$ cat config.mk
export PLATFORM = sky130hd
export DESIGN_NAME = stopwatch_ctl
export DESIGN_NICKNAME = d
export VERILOG_FILES = /design/src/rtl/sw_pkg.sv /design/src/rtl/sw_prescale.sv /design/src/rtl/sw_bcd_digit.sv /design/src/rtl/stopwatch_ctl.sv
export SDC_FILE = /design/constraint.sdc
export NUM_CORES = 1
export LEC_CHECK = 0
export ABC_CLOCK_PERIOD_IN_PS = 2900
export BUFFER_PORTS_ARGS = -buffer_cell sky130_fd_sc_hd__buf_2
export CORE_MARGIN = 2
export CORE_UTILIZATION = 32
export DETAILED_ROUTE_END_ITERATION = 10
export PLACE_DENSITY = 0.46
export SKIP_CTS_REPAIR_TIMING = 1
export SLEW_MARGIN = 30
export SYNTH_ARGS = -nofsm -noshare
export SYNTH_HDL_FRONTEND = slang
export SYNTH_SLANG_ARGS = --single-unit
$ cat constraint.sdc
create_clock -name clk -period 2.9 [get_ports clk]
set_input_delay 0.58 -clock clk [delete_from_list [all_inputs] [get_ports clk]]
set_output_delay 0.58 -clock clk [all_outputs]
set_load 0.01 [all_outputs]
$ cat src/rtl/sw_pkg.sv
package sw_pkg;
  typedef logic [3:0] bcd_t;
  localparam int NDIG        = 2;
  localparam bcd_t BCD_TOP   = 4'd9;
  localparam int CTL_CLR_BIT = 1;
  localparam int CTL_RUN_BIT = 2;
endpackage

$ cat src/rtl/sw_prescale.sv
module sw_prescale #(
  parameter int PRE_DIV  = 128,
  parameter int RATE_NUM = 100,
  parameter int RATE_DEN = 256
) (
  input  logic clk,
  input  logic rst,
  input  logic clr,
  input  logic run,
  input  logic tb_tick,
  output logic tick_o
);
  localparam int CW = (PRE_DIV > 1) ? $clog2(PRE_DIV) : 1;
  localparam int AW = $clog2(RATE_NUM + RATE_DEN) + 1;

  logic [CW-1:0] div_q;
  logic [AW-1:0] acc_q, acc_sum;
  logic          div_last, stage;

  assign div_last = (div_q == CW'(PRE_DIV - 1));
  assign stage    = run && tb_tick && div_last;
  assign acc_sum  = acc_q + AW'(RATE_NUM);

  always_ff @(posedge clk) begin
    if (rst || clr) begin
      div_q  <= '0;
      acc_q  <= '0;
      tick_o <= 1'b0;
    end else begin
      tick_o <= 1'b0;
      if (run && tb_tick)
        div_q <= div_last ? '0 : div_q + 1'b1;
      if (stage) begin
        if (acc_sum >= AW'(RATE_DEN)) begin
          acc_q  <= acc_sum - AW'(RATE_DEN);
          tick_o <= 1'b1;
        end else begin
          acc_q <= acc_sum;
        end
      end
    end
  end

  // a 100 Hz tick only follows a running stage
  p_tick_needs_run_r2: assert property (@(posedge clk) disable iff (rst)
    tick_o |-> $past(run));
  // phase accumulator stays below one full period
  p_acc_bound_r2: assert property (@(posedge clk) disable iff (rst)
    acc_q < AW'(RATE_DEN));
endmodule

$ cat src/rtl/sw_bcd_digit.sv
module sw_bcd_digit
  import sw_pkg::*;
(
  input  logic clk,
  input  logic rst,
  input  logic clr,
  input  logic inc_i,
  output bcd_t dig_o,
  output logic wrap_o
);
  assign wrap_o = inc_i && (dig_o == BCD_TOP);

  always_ff @(posedge clk) begin
    if (rst || clr)
      dig_o <= '0;
    else if (inc_i)
      dig_o <= wrap_o ? '0 : dig_o + 1'b1;
  end

  // digit never leaves the BCD range
  p_bcd_range_r2: assert property (@(posedge clk) disable iff (rst)
    dig_o <= BCD_TOP);
endmodule

$ cat src/rtl/stopwatch_ctl.sv
module stopwatch_ctl
  import sw_pkg::*;
#(
  parameter int ADDR_W   = 8,
  parameter int DATA_W   = 4,
  parameter int PRE_DIV  = 128,
  parameter int RATE_NUM = 100,
  parameter int RATE_DEN = 256,
  parameter int ADR_MSK  = 'h7B,
  parameter int ADR_LO   = 'h7C,
  parameter int ADR_HI   = 'h7D,
  parameter int ADR_CTL  = 'h7E,
  parameter int ADR_FLG  = 'h7F
) (
  input  logic              clk,
  input  logic              rst,
  input  logic              tb_tick,
  input  logic              wr_en,
  input  logic              rd_en,
  input  logic [ADDR_W-1:0] addr,
  input  logic [DATA_W-1:0] wdata,
  output logic [DATA_W-1:0] rdata,
  output logic              irq
);
  logic wr_ctl, wr_flg, wr_msk, clr, run_q, tick_w;
  logic [NDIG-1:0] inc, wrap, flag_q, mask_q;
  bcd_t [NDIG-1:0] dig_w;
  logic [DATA_W-1:0] rd_val;
  logic unused_bits;

  assign unused_bits = ^wdata[DATA_W-1:3];
  assign wr_ctl = wr_en && (addr == ADDR_W'(ADR_CTL));
  assign wr_flg = wr_en && (addr == ADDR_W'(ADR_FLG));
  assign wr_msk = wr_en && (addr == ADDR_W'(ADR_MSK));
  assign clr    = wr_ctl && wdata[CTL_CLR_BIT];

  always_ff @(posedge clk) begin
    if (rst)         run_q <= 1'b0;
    else if (wr_ctl) run_q <= wdata[CTL_RUN_BIT];
  end

  always_ff @(posedge clk) begin
    if (rst)         mask_q <= '0;
    else if (wr_msk) mask_q <= wdata[NDIG-1:0];
  end

  sw_prescale #(
    .PRE_DIV(PRE_DIV), .RATE_NUM(RATE_NUM), .RATE_DEN(RATE_DEN)
  ) u_pre (
    .clk(clk), .rst(rst), .clr(clr), .run(run_q),
    .tb_tick(tb_tick), .tick_o(tick_w)
  );

  for (genvar i = 0; i < NDIG; i++) begin : g_dig
    if (i == 0) begin : g_first
      assign inc[i] = tick_w && run_q;
    end else begin : g_chain
      assign inc[i] = wrap[i-1];
    end

    sw_bcd_digit u_dig (
      .clk(clk), .rst(rst), .clr(clr), .inc_i(inc[i]),
      .dig_o(dig_w[i]), .wrap_o(wrap[i])
    );

    always_ff @(posedge clk) begin
      if (rst)                     flag_q[i] <= 1'b0;
      else if (wrap[i])            flag_q[i] <= 1'b1;
      else if (wr_flg && wdata[i]) flag_q[i] <= 1'b0;
    end

    // a wrap always leaves its flag set
    p_flag_on_wrap_r7: assert property (@(posedge clk) disable iff (rst)
      wrap[i] |=> flag_q[i]);
  end

  always_comb begin
    rd_val = '0;
    if (addr == ADDR_W'(ADR_LO))       rd_val = DATA_W'(dig_w[0]);
    else if (addr == ADDR_W'(ADR_HI))  rd_val = DATA_W'(dig_w[1]);
    else if (addr == ADDR_W'(ADR_CTL)) rd_val[CTL_RUN_BIT] = run_q;
    else if (addr == ADDR_W'(ADR_FLG)) rd_val[NDIG-1:0] = flag_q;
    else if (addr == ADDR_W'(ADR_MSK)) rd_val[NDIG-1:0] = mask_q;
  end

  always_ff @(posedge clk) begin
    if (rst) begin
      rdata <= '0;
      irq   <= 1'b0;
    end else begin
      if (rd_en) rdata <= rd_val;
      irq <= |(flag_q & mask_q);
    end
  end

  // stopped and not cleared means the count is frozen
  p_hold_stopped_r6: assert property (@(posedge clk) disable iff (rst)
    (!run_q && !clr) |=> $stable(dig_w));
  // a clear strobe zeroes both digits
  p_clear_zero_r3: assert property (@(posedge clk) disable iff (rst)
    clr |=> (dig_w == '0));
  // the clear bit never reads back as 1
  p_clr_reads_zero_r3: assert property (@(posedge clk) disable iff (rst)
    (rd_en && addr == ADDR_W'(ADR_CTL)) |=> !rdata[CTL_CLR_BIT]);
  // with everything masked no request is raised
  p_irq_masked_r9: assert property (@(posedge clk) disable iff (rst)
    (mask_q == '0) |=> !irq);
endmodule

==> impl_metrics.py, run 1 <==
metrics = {
    "die": {
        "core.rowCount": 26,
        "core_um2": 5140,
        "die_area_um2": 6000,
        "start_util": 0.336,
        "pin_count": 22,
        "die_w_um": 77.4,
        "chipHeight_um": 77.4,
    },
    "worst_setup_path": {
        "crit_path_frequent_cell": "ha_1",
        "cp_slowest_stage_delay_ns": 0.35,
        "critPathSlowestCell": "dfxtp_1",
        "path_max_fanout": 4,
        "reg2reg_to": "u_pre.acc_q[8]$_SDFFE_PP0P_",
        "startpoint": "u_pre.acc_q[2]$_SDFFE_PP0P_",
        "path_cells": "ha_1 > and2_1 > o31ai_1 > xnor2_1 > ha_1 > nand4b_1 > o21ai_4 > mux2i_1 > mux2_1",
        "path_buf_inv": 0,
        "rr_worst_depth": 9,
        "endpoint": "u_pre.acc_q[8]$_SDFFE_PP0P_",
        "worstSetupPathType": "reg -> reg",
        "crit_path_end_kind": "flop",
        "worst_ep_arrival_time_ns": 2.67,
        "start_kind": "flop",
        "crit_cells": 9,
        "path_delay_family": "compound AO/OA/AOI/OAI gates",
        "r2r_start": "u_pre.acc_q[2]$_SDFFE_PP0P_",
        "reg2reg_slack_ns": 0.40,
        "cp.required_ns": 3.07,
    },
    "global_routing": {
        "grt_pass1_wl_um": 6100,
        "grt_antenna_before_repair": 0,
        "grt_max_degree": 13,
        "grtUsageTotal": 0.127,
        "grt_remaining_overflow": 0,
        "grt_pass1_vias": 1322,
    },
    "final_layout": {
        "diodes": 0,
        "fillers": 551,
        "final_common_cell": "dfxtp_1",
        "area_delta_synth_final_pct": 16.0,
        "fin_util": 0.389,
        "multiInputGateArea_um2": 1000,
        "nNetsFinal": 252,
        "seq_area_um2": 681,
        "final_cell_mix": "34 x dfxtp_1, 31 x nor2_1, 22 x nand2_1, 20 x buf_2, 14 x a21oi_1",
        "drive_above_1_share": 0.154,
        "stdcell_area_um2": 2000,
    },
    "detailed_routing": {
        "dr_wl_met3_um": 124,
        "drt-initial-drc-count": 77,
        "viasPerCell": 4.75,
        "drc": 0,
        "antenna_left": 0,
        "drtPass1Iterations": 4,
        "drt-met1-wl_um": 1850,
        "dr_wl_met2_um": 1410,
        "drt_wl_total_um": 3450,
        "detail_route.wl_per_cell_um": 11.6,
        "via_count": 1416,
        "top_layer": "met4",
    },
    "clocking": {
        "root_buffer": "clkbuf_8",
        "cts_num_sinks": 34,
        "cts_inserted_buffers": 5,
        "cts.clk_slew.worst_paths_ns": 0.07,
        "cts_tree": "yes",
        "clock_latency_ns": 0.28,
        "htreeDepth": 2,
        "clk_path_buf_depth": 2,
    },
    "yosys": {
        "post_synth.cell_area_avg_um2": 8.50,
        "ys_ff_latch": 34,
        "synth_cell_type_count": 38,
        "syn_inst": 203,
        "ys_seq_area_frac": 0.394,
        "synth-edff-count": 0,
        "syn_nets": 228,
        "netlist_area_um2": 1730,
        "synth_warnings": 0,
        "synthFlopType": "dfxtp_1",
        "synth-async-reset-ratio": 0,
    },
    "power_and_ir_drop": {
        "peakVddDrop_mv": 0.208,
        "p_leak_uw": 0.000773,
        "power_density_nw_per_um2": 435,
    },
    "sta": {
        "fin_crit_sh": 0.863,
        "hold_viol_final": 0,
        "slew_headroom": 0.636,
        "setup_tns_ns": 0,
        "fin_crit_ns": 2.50,
        "skew_ns": 0.00529,
        "layout_setup_ws_ns": 0.398,
        "tightestPinTransition_ns": 0.545,
        "max_freq_ghz": 0.400,
        "slew_viol_final": 0,
        "fin_hold_ws_ns": 0.469,
        "setup_violations": 0,
        "rsz0062_at_grt": "no",
    },
    "worst_hold_path": {
        "min-delay-path-class": "reg -> reg",
    },
    "placed_design": {
        "pre_cts_ws_ns": 0.371,
        "portBuffers": 20,
        "place_area_um2": 1910,
        "hpwl_um": 2530,
        "gp_congestion": 0.797,
    },
    "status": {
        "outcome": "finished clean",
    },
    "job": {
        "maxCapViolations": 0,
    },
}
## layer usage
| metal | GRT usage | vias to the layer above |
|---|---|---|
| li1 | - | 756 |
| met2 | 0.188 | 17 |
| met5 | 0 | - |
| met4 | 0.0536 | 0 |
| met3 | 0.0314 | 7 |
| met1 | 0.176 | 636 |
## cell usage after synthesis (2+ instances only)
master / instances / area (um^2)
a21oi_1: 14 / 70.1
and2_1: 4 / 25.0
buf_2: 3 / 15.0
clkbuf_1: 3 / 11.3
dfxtp_1: 34 / 681
ha_1: 8 / 100
inv_1: 5 / 18.8
mux2i_1: 7 / 70.1
nand2_1: 22 / 82.6
nand2b_1: 7 / 43.8
nand3_1: 5 / 25.0
nand4_1: 7 / 43.8
nand4b_1: 2 / 17.5
nor2_1: 31 / 116
nor3_1: 7 / 35.0
o2111ai_1: 2 / 17.5
o21ai_0: 5 / 25.0
o22ai_1: 3 / 18.8
xnor2_1: 6 / 52.6
xor2_1: 10 / 87.6
## state kept, by name, indices dropped and copies added (netlist names)
register,flops
flag_q,2
g_dig.u_dig.dig_o,8
irq,1
mask_q,2
rdata,4
run_q,1
u_pre.acc_q,8
u_pre.div_q,7
u_pre.tick_o,1
## cell families (layout without fill, tap and decap cells)
kind of cell               after synthesis  count (layout)  synth area share
xor gates and xnor gates                16              16            0.0812
AOI/OAI and AO/OA                       33              33             0.126
muxes                                    8               8            0.0471
adders and majority gates                8               8            0.0580
buffers and inverters                   11              36            0.0261
and+or+nand+nor                         93              93             0.267
DFF                                     34              34             0.394
## stage by stage
step / instances / power, uW
6_report: 298 / 871
5_1_grt: 298 / 918
4_1_cts: 298 / 889
3_5_place_dp: 290 / 526
3_3_place_gp: 290 / 527
2_1_floorplan: 203 / 507
## worst min-delay path, stage by stage, from the launching register on
cell and delay, ns:
dfxtp_1 0.31, nand2b_1 0.06, a21oi_1 0.05
## how the worst min path moves through the flow
| stage | to | slack (ns) | cells past startpoint | startpoint |
|---|---|---|---|---|
| after global placement | rdata[0]$_SDFFE_PP0P_ | 0.46 | 2 | rdata[0]$_SDFFE_PP0P_ |
| after detailed placement | rdata[2]$_SDFFE_PP0P_ | 0.46 | 2 | rdata[2]$_SDFFE_PP0P_ |
| after global routing | rdata[0]$_SDFFE_PP0P_ | 0.49 | 2 | rdata[0]$_SDFFE_PP0P_ |
| final | rdata[2]$_SDFFE_PP0P_ | 0.47 | 2 | rdata[2]$_SDFFE_PP0P_ |
| after floorplan | u_pre.div_q[1]$_SDFFE_PP0P_ | 0.45 | 2 | u_pre.div_q[1]$_SDFFE_PP0P_ |
| after CTS | rdata[2]$_SDFFE_PP0P_ | 0.47 | 2 | rdata[2]$_SDFFE_PP0P_ |
## where the power goes
group          switching [uW]  total [uW]  internal, uW
registers                1.36         469           468
logic                    26.3        45.6          19.2
clock network             164         356           191
total                     192         871           679
## area by class of cell
cell class / instances / share of cell area
clock inverters: 1 / 0.00250
clock buffers: 7 / 0.0432
inverters: 5 / 0.00938
multi-input cells: 158 / 0.500
repair buffers: 23 / 0.0613
well taps: 70 / 0.0438
flip-flops and latches: 34 / 0.340
Power figures use the tool's default switching activity.
==> run 2: changes to the inputs <==
CAP_MARGIN = 40   (was unset)
REMOVE_ABC_BUFFERS = 1   (was unset)
==> impl_metrics.py, run 2 (synthesis results as in run 1) <==
metrics = {
    "sta": {
        "fin_crit_sh": 0.870,
        "hold_viol_final": 0,
        "slew_viol_final": 0,
        "layout_setup_ws_ns": 0.378,
        "skew_ns": 0.00439,
        "setup_violations": 0,
        "slew_headroom": 0.641,
        "tightestPinTransition_ns": 0.537,
        "fin_crit_ns": 2.52,
        "max_freq_ghz": 0.397,
        "rsz0062_at_grt": "no",
        "setup_tns_ns": 0,
    },
    "detailed_routing": {
        "antenna_left": 0,
        "drc": 0,
        "viasPerCell": 4.90,
        "via_count": 1456,
        "detail_route.wl_per_cell_um": 12.3,
        "drtPass1Iterations": 4,
        "drt_wl_total_um": 3650,
        "drt-initial-drc-count": 20,
    },
    "global_routing": {
        "grtUsageTotal": 0.130,
        "grt_pass1_wl_um": 6290,
        "grt_pass1_vias": 1403,
        "grt_remaining_overflow": 0,
        "grt_max_degree": 14,
        "grt_antenna_before_repair": 0,
    },
    "die": {
        "start_util": 0.336,
        "die_area_um2": 6000,
        "core.rowCount": 26,
        "die_w_um": 77.4,
        "pin_count": 22,
        "core_um2": 5140,
        "chipHeight_um": 77.4,
    },
    "worst_setup_path": {
        "worst_ep_arrival_time_ns": 2.69,
        "cp_slowest_stage_delay_ns": 0.37,
        "path_delay_family": "compound AO/OA/AOI/OAI gates",
        "rr_worst_depth": 9,
        "crit_path_end_kind": "flop",
        "path_buf_inv": 0,
        "path_max_fanout": 4,
        "critPathSlowestCell": "o31ai_1",
        "r2r_start": "u_pre.acc_q[2]$_SDFFE_PP0P_",
        "worstSetupPathType": "reg -> reg",
        "cp.required_ns": 3.07,
        "start_kind": "flop",
        "reg2reg_slack_ns": 0.38,
        "reg2reg_to": "u_pre.acc_q[8]$_SDFFE_PP0P_",
        "crit_path_frequent_cell": "ha_1",
        "startpoint": "u_pre.acc_q[2]$_SDFFE_PP0P_",
        "path_cells": "ha_1 > and2_1 > o31ai_1 > xnor2_1 > ha_1 > nand4b_1 > o21ai_4 > mux2i_1 > mux2_1",
    },
    "worst_hold_path": {
        "holdPathEnd": "rdata[3]$_SDFFE_PP0P_",
        "min-delay-start": "rdata[3]$_SDFFE_PP0P_",
        "min-delay-path-class": "reg -> reg",
        "hold_depth": 2,
    },
    "clocking": {
        "cts_num_sinks": 34,
        "clk_path_buf_depth": 2,
        "cts.clk_slew.worst_paths_ns": 0.07,
        "cts_tree": "yes",
        "root_buffer": "clkbuf_8",
        "clock_latency_ns": 0.28,
        "htreeDepth": 2,
        "cts_inserted_buffers": 5,
    },
    "final_layout": {
        "stdcell_area_um2": 1990,
        "seq_area_um2": 681,
        "diodes": 0,
        "final_cell_mix": "34 x dfxtp_1, 31 x nor2_1, 22 x nand2_1, 20 x buf_2, 14 x a21oi_1",
        "nNetsFinal": 252,
        "area_delta_synth_final_pct": 15.1,
        "top_regs": "g_dig.u_dig.dig_o (8), u_pre.acc_q (8), u_pre.div_q (7)",
        "multiInputGateArea_um2": 1000,
        "drive_above_1_share": 0.145,
        "fillers": 568,
        "final_common_cell": "dfxtp_1",
    },
    "placed_design": {
        "hpwl_um": 2680,
        "place_area_um2": 1910,
        "pre_cts_ws_ns": 0.362,
        "portBuffers": 20,
        "gp_congestion": 0.786,
    },
    "power_and_ir_drop": {
        "peakVddDrop_mv": 0.287,
        "power_density_nw_per_um2": 423,
        "finalPower_uw": 839,
        "p_leak_uw": 0.000763,
    },
    "status": {
        "outcome": "finished clean",
    },
    "job": {
        "maxCapViolations": 0,
    },
}
-- run 2: cell count changes in the layout (fill, tap and decap cells not counted), sizes merged --
| cell | previous run | this run |
|---|---|---|
| clkinv | 1 | 0 |
-- run 2: worst max-delay path by stage --
stage | to | cells past startpoint
6_report | u_pre.acc_q[8]$_SDFFE_PP0P_ | 9
5_1_grt | u_pre.acc_q[8]$_SDFFE_PP0P_ | 9
4_1_cts | u_pre.acc_q[8]$_SDFFE_PP0P_ | 9
3_5_place_dp | u_pre.acc_q[8]$_SDFFE_PP0P_ | 9
3_3_place_gp | u_pre.acc_q[8]$_SDFFE_PP0P_ | 9
2_1_floorplan | u_pre.acc_q[8]$_SDFFE_PP0P_ | 5
-- run 2: report_power, final --
| part | switching, uW | internal [uW] |
|---|---|---|
| Sequential | 1.31 | 468 |
| Clock | 158 | 165 |
| Combinational | 27.2 | 19.3 |
| Total | 186 | 653 |
-- run 2: final cells by class --
| class | instances | area share |
|---|---|---|
| Clock buffer | 7 | 0.0384 |
| Inverter | 5 | 0.00945 |
| Multi-Input combinational cell | 158 | 0.503 |
| Sequential cell | 34 | 0.343 |
| Tap cell | 70 | 0.0441 |
| Timing Repair Buffer | 23 | 0.0618 |
-- run 2: through the flow --
| stage | std cells | hold WS [ns] | utilization |
|---|---|---|---|
| floorplan | 197 | 0.449 | - |
| global placement | 290 | 0.455 | 0.371 |
| detailed placement | 290 | 0.457 | 0.371 |
| CTS | 297 | 0.468 | 0.386 |
| global route | 297 | 0.492 | 0.386 |
| finish | 297 | 0.464 | 0.386 |
-- run 2: worst register-to-register path: cells and delay by family, from the launching register on --
kind	cells	cell delay, ns
mux	2	0.56
compound gates	2	0.59
flops	1	0.35
fa+ha+maj	2	0.41
simple gates	2	0.33
xor+xnor	1	0.19
-- run 2: metal layers --
layer | vias up | global-route usage | part of all wire
li1 | 752 | - | -
met1 | 677 | 0.156 | 0.48
met2 | 25 | 0.223 | 0.47
met3 | 2 | 0.0384 | 0.042
met4 | 0 | 0.0429 | 0.0060
met5 | - | 0 | 0
==> run 3: changes to the inputs <==
ABC_CLOCK_PERIOD_IN_PS = 2300   (was 2900)
PLACE_DENSITY = 0.48   (was 0.46)
SYNTH_HIERARCHICAL = 1   (was unset)
clock period = 2.3 ns   (was 2.9 ns; I/O delays follow)
==> impl_metrics.py, run 3 <==
metrics = {
    "status": {
        "outcome": "finished clean",
    },
    "global_routing": {
        "met2_usage": 0.192,
        "grtUsageTotal": 0.125,
        "grt_remaining_overflow": 0,
        "grt_pass1_wl_um": 6200,
        "grt_util_met3": 0.0351,
        "grt_pass1_vias": 1379,
        "grt-busiest-layer": "met2",
        "grt_max_degree": 15,
        "met1_usage": 0.162,
        "grt_antenna_before_repair": 0,
    },
    "worst_setup_path": {
        "start_kind": "flop",
        "cp_slowest_stage_delay_ns": 0.34,
        "path_delay_family": "compound AO/OA/AOI/OAI gates",
        "crit_path_end_kind": "flop",
        "endpoint": "u_pre/acc_q[8]$_SDFFE_PP0P_",
        "crit_path_frequent_cell": "ha_4",
        "path_max_fanout": 2,
        "reg2reg_slack_ns": 0.02,
        "reg2reg_to": "u_pre/acc_q[8]$_SDFFE_PP0P_",
        "path_cells": "ha_4 > and2_4 > o31ai_4 > xnor2_2 > ha_4 > nand3_2 > o31a_1 > mux2i_1 > mux2_1",
        "startpoint": "u_pre/acc_q[2]$_SDFFE_PP0P_",
        "r2r_start": "u_pre/acc_q[2]$_SDFFE_PP0P_",
        "cp.required_ns": 2.47,
        "rr_worst_depth": 9,
        "crit_cells": 9,
        "critPathSlowestCell": "dfxtp_2",
        "worstSetupPathType": "reg -> reg",
        "worst_ep_arrival_time_ns": 2.46,
        "path_buf_inv": 0,
    },
    "final_layout": {
        "final_common_cell": "dfxtp_1",
        "diodes": 0,
        "area_delta_synth_final_pct": 23.7,
        "stdcell_area_um2": 2270,
        "top_regs": "g_dig.u_dig/dig_o (8), u_pre/acc_q (8), u_pre/div_q (7)",
        "layoutNonFillerInstCount": 317,
        "nNetsFinal": 269,
        "drive_above_1_share": 0.253,
        "final_cell_mix": "32 x dfxtp_1, 29 x nor2_1, 21 x nand2_1, 20 x buf_2, 12 x xor2_1",
    },
    "sta": {
        "slew_viol_final": 0,
        "tightestPinTransition_ns": 0.304,
        "max_freq_ghz": 0.438,
        "hold_viol_final": 0,
        "setup_violations": 0,
        "skew_ns": 0.00581,
        "fin_hold_ws_ns": 0.418,
        "fin_crit_sh": 0.992,
        "fin_crit_ns": 2.28,
        "rsz0062_at_grt": "yes",
        "slew_headroom": 0.795,
    },
    "detailed_routing": {
        "drc": 0,
        "antenna_left": 0,
        "viasPerCell": 4.73,
        "detail_route.wl_per_cell_um": 12.2,
        "drt-initial-drc-count": 19,
        "drt_wl_total_um": 3870,
        "drtPass1Iterations": 4,
        "via_count": 1499,
    },
    "placed_design": {
        "place_area_um2": 2070,
        "gp_congestion": 0.776,
        "dp.cells": 308,
        "hpwl_um": 2770,
        "portBuffers": 20,
    },
    "die": {
        "core_um2": 5510,
        "pin_count": 22,
        "die_area_um2": 6350,
        "core.rowCount": 27,
        "die_w_um": 79.7,
        "start_util": 0.333,
        "chipHeight_um": 79.7,
    },
    "clocking": {
        "clk_path_buf_depth": 2,
        "cts.clk_slew.worst_paths_ns": 0.07,
        "clock_latency_ns": 0.28,
        "cts_tree": "yes",
        "htreeDepth": 2,
        "cts_inserted_buffers": 5,
        "root_buffer": "clkbuf_8",
        "cts_num_sinks": 34,
    },
    "yosys": {
        "yosysMostFrequentCell": "dfxtp_1",
        "post_synth.cell_area_avg_um2": 8.69,
        "yosys-top-cells-count": "34 x dfxtp_1, 31 x nor2_1, 21 x nand2_1, 12 x xor2_1",
        "synth_cell_type_count": 44,
        "ys_ff_latch": 34,
        "ys_seq_area_frac": 0.371,
        "netlist_area_um2": 1830,
        "synth-edff-count": 0,
        "synth.top_cell.area_share": 0.371,
        "synth_top_area_cell": "dfxtp_1",
        "synth-async-reset-ratio": 0,
        "synthFlopType": "dfxtp_1",
        "synth_warnings": 6,
        "syn_inst": 211,
        "synth_area_leaders": "dfxtp_1 37%, nor2_1 6.3%, xor2_1 5.7%",
    },
    "power_and_ir_drop": {
        "p_leak_uw": 0.000881,
        "finalPower_uw": 1170,
        "power_density_nw_per_um2": 516,
        "peakVddDrop_mv": 0.366,
    },
    "worst_hold_path": {
        "min-delay-start": "wdata[2]",
        "min-delay-path-class": "in -> reg",
    },
    "job": {
        "maxCapViolations": 0,
    },
}
run 3: worst min-delay path by stage:
stage                                   to  slack, ns  depth (start not counted)
2_1_floorplan  u_pre/div_q[1]$_SDFFE_PP0P_       0.45                          2
3_3_place_gp   u_pre/div_q[1]$_SDFFE_PP0P_       0.46                          2
3_5_place_dp         rdata[1]$_SDFFE_PP0P_       0.47                          2
4_1_cts                 run_q$_SDFFE_PP0P_       0.41                          3
5_1_grt                 run_q$_SDFFE_PP0P_       0.44                          3
6_report                run_q$_SDFFE_PP0P_       0.42                          3
run 3: logic make-up after synthesis:
family,Yosys count,synth area share
and+or+nand+nor,107,0.332
DFF,34,0.371
xor gates and xnor gates,15,0.0716
buffers and inverters,14,0.0368
muxes,9,0.0498
adders and majority gates,8,0.0546
AOI/OAI and AO/OA,24,0.0839
run 3: metrics by stage:
step / TNS [ns] / setup slack (ns) / util
floorplan: -0.0514 / -0.0514 / -
global placement: -0.0449 / -0.0449 / 0.376
detailed placement: -0.0606 / -0.0606 / 0.376
CTS: -0.0758 / -0.0758 / 0.396
global route: -0.0783 / -0.0783 / 0.412
finish: 0 / 0.0176 / 0.412
run 3: area by class of cell:
cell class	instances	area, um^2
fill	588	3240
multi-input combinational	163	1160
sequential	34	683
timing repair buffer	32	194
clock buffer	8	110
tap	72	90.1
inverter	8	30.0
run 3: metal layers:
layer	vias up	wire [um]
met5	-	0
met4	0	68
met3	7	177
met2	23	1730
met1	672	1890
li1	797	-
run 3: worst register-to-register path, cell delays in order, from the launching register on:
cell	delay, ns
dfxtp_2	0.34
ha_4	0.16
and2_4	0.16
o31ai_4	0.27
xnor2_2	0.18
ha_4	0.17
nand3_2	0.07
o31a_1	0.33
mux2i_1	0.17
mux2_1	0.33
run 3: where the power goes:
group / switching, uW / internal (uW)
sequential: 0.898 / 590
clock: 215 / 302
combinational: 37.0 / 24.5
